## src/rtl/golden_sel.sv

```systemverilog
module golden_sel #(
  parameter int SND_W   = 4,
  parameter int TXN_W   = 4,
  parameter int SEQ_W   = 3,
  parameter int EPOCH_W = 6
) (
  input  logic                     clk,
  input  logic                     rst_n,
  input  logic                     hdr_valid,
  input  logic [SND_W-1:0]         hdr_sender,
  input  logic [TXN_W-1:0]         hdr_txn,
  input  logic [SEQ_W-1:0]         hdr_seq,
  output logic [SND_W+TXN_W-1:0]   gold_id,
  output logic                     epoch_start,
  output logic                     flit_golden,
  output logic [SEQ_W:0]           flit_key
);

  localparam int ID_W = SND_W + TXN_W;
  localparam logic [EPOCH_W-1:0] EP_LAST = {EPOCH_W{1'b1}};

  logic [EPOCH_W-1:0] ep_cnt;
  logic               ep_wrap;

  assign ep_wrap = (ep_cnt == EP_LAST);

  always_ff @(posedge clk) begin
    if (!rst_n) begin
      ep_cnt  <= '0;
      gold_id <= '0;
    end else begin
      ep_cnt <= ep_cnt + 1'b1;
      if (ep_wrap)
        gold_id <= gold_id + 1'b1;
    end
  end

  assign epoch_start = (ep_cnt == '0);
  assign flit_golden = hdr_valid && ({hdr_sender, hdr_txn} == gold_id);
  assign flit_key    = flit_golden ? {1'b1, ~hdr_seq} : '0;


  id_hold_chk: assert property (@(posedge clk) disable iff (!rst_n)
    !ep_wrap |=> $stable(gold_id));


  id_step_chk: assert property (@(posedge clk) disable iff (!rst_n)
    ep_wrap |=> gold_id == ID_W'($past(gold_id) + 1'b1));


  pulse_single_chk: assert property (@(posedge clk) disable iff (!rst_n)
    epoch_start |=> !epoch_start);


  pulse_after_wrap_chk: assert property (@(posedge clk) disable iff (!rst_n)
    ep_wrap |=> epoch_start);


  key_zero_chk: assert property (@(posedge clk) disable iff (!rst_n)
    !flit_golden |-> flit_key == '0);


  golden_needs_valid_chk: assert property (@(posedge clk) disable iff (!rst_n)
    flit_golden |-> hdr_valid);

endmodule

```

## config.mk

```make
export PLATFORM = sky130hd
export DESIGN_NAME = golden_sel
export DESIGN_NICKNAME = d
export VERILOG_FILES = /design/src/rtl/golden_sel.sv
export SDC_FILE = /design/constraint.sdc
export NUM_CORES = 1
export LEC_CHECK = 0
export BUFFER_PORTS_ARGS = -buffer_cell sky130_fd_sc_hd__buf_2
export CAP_MARGIN = 0
export CORE_MARGIN = 10
export CORE_UTILIZATION = 47
export CTS_BUF_LIST = sky130_fd_sc_hd__clkbuf_8 sky130_fd_sc_hd__clkbuf_16
export CTS_CLUSTER_DIAMETER = 100
export DETAILED_ROUTE_END_ITERATION = 16
export PLACE_DENSITY = 0.74
export REMOVE_ABC_BUFFERS = 1
export SKIP_CTS_REPAIR_TIMING = 1
export SLEW_MARGIN = 40
export SYNTH_ARGS = -nofsm -noshare
export SYNTH_HDL_FRONTEND = slang
export SYNTH_SLANG_ARGS = --single-unit
```

## constraint.sdc

```tcl
create_clock -name clk -period 1.8 [get_ports clk]
set_input_delay 0.36 -clock clk [delete_from_list [all_inputs] [get_ports clk]]
set_output_delay 0.36 -clock clk [all_outputs]
set_load 0.01 [all_outputs]
```

==> metrics.md <==
| Metric | Value |
|---|---|
| Hold Slack | `0.3848 ns` |
| Vias in the first global route | `696` |
| GRT overflow | `0` |
| 1st-iter DRT viols | `20` |
| Die Area | `3664 sq um` |
| Total CTS buffers | `3` |
| Post-synthesis sequential area ratio | `0.3630` |
| Gr usage total | `0.1072` |
| Leakage dissipation | `0.4300 nW` |
| Slew Limit Fails | `0` |
| Crit start category | `flop` |
| Post-route insts no fill | `135` |
| Critical Path Fanout Max | `6` |
| Slew @ Worst Pin | `0.4031 ns` |
| Area Growth Syn to Fin | `31.28%` |
| Synth top area cells | `dfxtp_1 (36%), xnor2_1 (10%), nand3_1 (5.2%)` |
| Status | `completed` |
| Row cnt | `14` |
| I/O pins | `28` |
| CTS sink cnt | `14` |
| Setup slack, reg-to-reg | `0.24 ns` |
| Yosys warning count | `0` |
| Synth Instances | `89` |
| CTS root buf | `clkbuf_8` |
| Clock Tree Buf Depth | `2` |
| Met2 Use GR | `0.1588` |
| GR met3 Demand/Resource | `0.05637` |
| Vias per cell | `5.578` |
| Inst Count DP | `131` |
| Largest net degree at the start of global routing | `12` |
| DRT Pass-1 Iters | `4` |
| Fin. Hold Viols | `0` |
| Clk slew on worst S/H paths | `0.06 ns` |
| Tcrit/Tclk final | `0.9615` |
| Yosys cell types | `26` |
| Initial Utilization | `0.5066` |
| Slew headroom | `0.7288` |
| I/O Buffers | `27` |
| Post-synth top area cell | `dfxtp_1` |
| Hold Path Class | `input port to flop` |
| HPWL Detailed | `1479 um` |
| Die span in x | `60.53 um` |
| Layout cells sized above 1 | `0.3782` |
| Seq cells post-synth | `14` |
| Max-Cap Viols | `0` |
| Finish-stage setup viols | `0` |
| Die Ht | `60.53 um` |
| Initial antenna violation count | `0` |
| M1 GR Usage | `0.1226` |
| CP arrival | `1.37 ns` |
| RSZ-0062 raised after global routing | `yes` |
| Antenna viol nets, final | `0` |
| Synthesized area per cell | `8.674 sq um` |
| Routed length per placed instance | `14.19 um` |
| Crit Path Class | `flop to primary output` |
| DRC viols | `0` |
| Critical Path End Type | `primary output` |
| Core Region | `1524 sq um` |
| Clk_skew | `0.001718 ns` |
| RePlAce Congestion | `0.7424` |
| GRT busiest layer | `met2` |
| Ant. Diodes | `0` |
| PD cells | `689.6 nW/um^2` |
| Vias after detailed routing | `753` |
| Filler cells | `127` |
| NumNets Final | `137` |
| First-pass GRT wire length | `3063 um` |
| Worst path required time | `1.44 ns` |
| Htree depth | `1` |
| Final wirelength | `1915 um` |
| Fin crit period | `1.731 ns` |
| Syn Std Cell Area | `772.0 sq um` |
| Top cell type's share of synthesized area | `0.3630` |
| Max Clk Rate | `0.5778 GHz` |
| VDD IR max | `0.0005200 V` |
| Clk Latency, worst-skew pair | `0.25 ns` |
| CTS tree | `built` |
==> power breakdown <==
group | internal (mW) | switching, mW
clock | 0.194 | 0.121
sequential | 0.316 | 0.00701
combinational | 0.0313 | 0.0297
total | 0.541 | 0.158
==> path summary, 6_finish.rpt <==
path / depth (start not counted) / start / end
hold reg to reg: 1 / ep_cnt[0] / ep_cnt[0]
setup / recovery: 4 / gold_id[4] / flit_key[0]
setup reg to reg: 4 / ep_cnt[0] / gold_id[6]
hold / removal: 2 / rst_n / ep_cnt[1]
==> layer usage <==
layer	part of all wire	vias up
li1	-	382
met1	0.43	331
met2	0.41	35
met3	0.14	5
met4	0.020	0
met5	0	-
==> area by class of cell <==
type / count / area [sq um] / area share
Sequential cell: 14 / 286.5 / 0.2827
Tap cell: 16 / 20.02 / 0.01975
Clock buffer: 4 / 55.05 / 0.05432
Multi-Input combinational cell: 68 / 486.7 / 0.4802
Inverter: 4 / 15.01 / 0.01481
Timing Repair Buffer: 29 / 150.1 / 0.1481
==> state kept, by name, indices dropped and copies added, names as in the netlist <==
name	cells
gold_id	8
ep_cnt	6
==> synth_stat cells (all sizes together) <==
library cell  instances
dfxtp                14
xnor2                 9
nand3                 8
a21oi                 7
nand4                 5
inv                   4
nand2                 4
nor2                  4
nor4                  4
o21ai                 4
ha                    3
o31ai                 3
or3                   3
or4                   3
clkbuf                2
mux2i                 2
nand2b                2
nor3                  2
xor2                  2
and2                  1
and3                  1
and4                  1
buf                   1
==> kinds of logic (layout without fill, tap and decap cells) <==
| kind of cell | after synthesis | count (layout) | synth area share |
|---|---|---|---|
| compound gates | 14 | 14 | 0.1005 |
| xor+xnor | 11 | 11 | 0.1248 |
| fa+ha+maj | 3 | 3 | 0.04863 |
| buf+inv | 7 | 37 | 0.04051 |
| flops | 14 | 14 | 0.3630 |
| mux | 2 | 2 | 0.02593 |
| simple gates | 38 | 38 | 0.2966 |
==> critical path, stage by stage (launching register included) <==
cell	delay (ns)
dfxtp_2	0.40
xnor2_2	0.14
nand3_2	0.14
nor4_1	0.26
buf_2	0.18
==> per-stage QoR <==
stage               TNS [ns]  utilization  power (mW)  area, sq um  worst slack (ns)
floorplan                  0            -      0.3589        755.7            0.2150
global placement           0       0.6076      0.3853        925.9            0.2452
detailed placement         0       0.6076      0.3869        925.9            0.2150
CTS                 -0.04858       0.6437      0.6949        980.9          -0.02368
global route        -0.07318       0.6650      0.7271         1013          -0.02699
finish                     0       0.6650      0.6988         1013           0.06928
==> placed cells by master (no fill, tap or decap), types with 4 or more instances in the layout <==
cell type / count
o21ai_0: 4
dfxtp_1: 9
nor2_1: 4
inv_1: 4
buf_2: 27
nand4_1: 4
xnor2_1: 7
nand3_1: 7
clkbuf_8: 4
nand2_1: 4
dfxtp_2: 5
a21oi_1: 7
(Power assumes the default switching activity.)
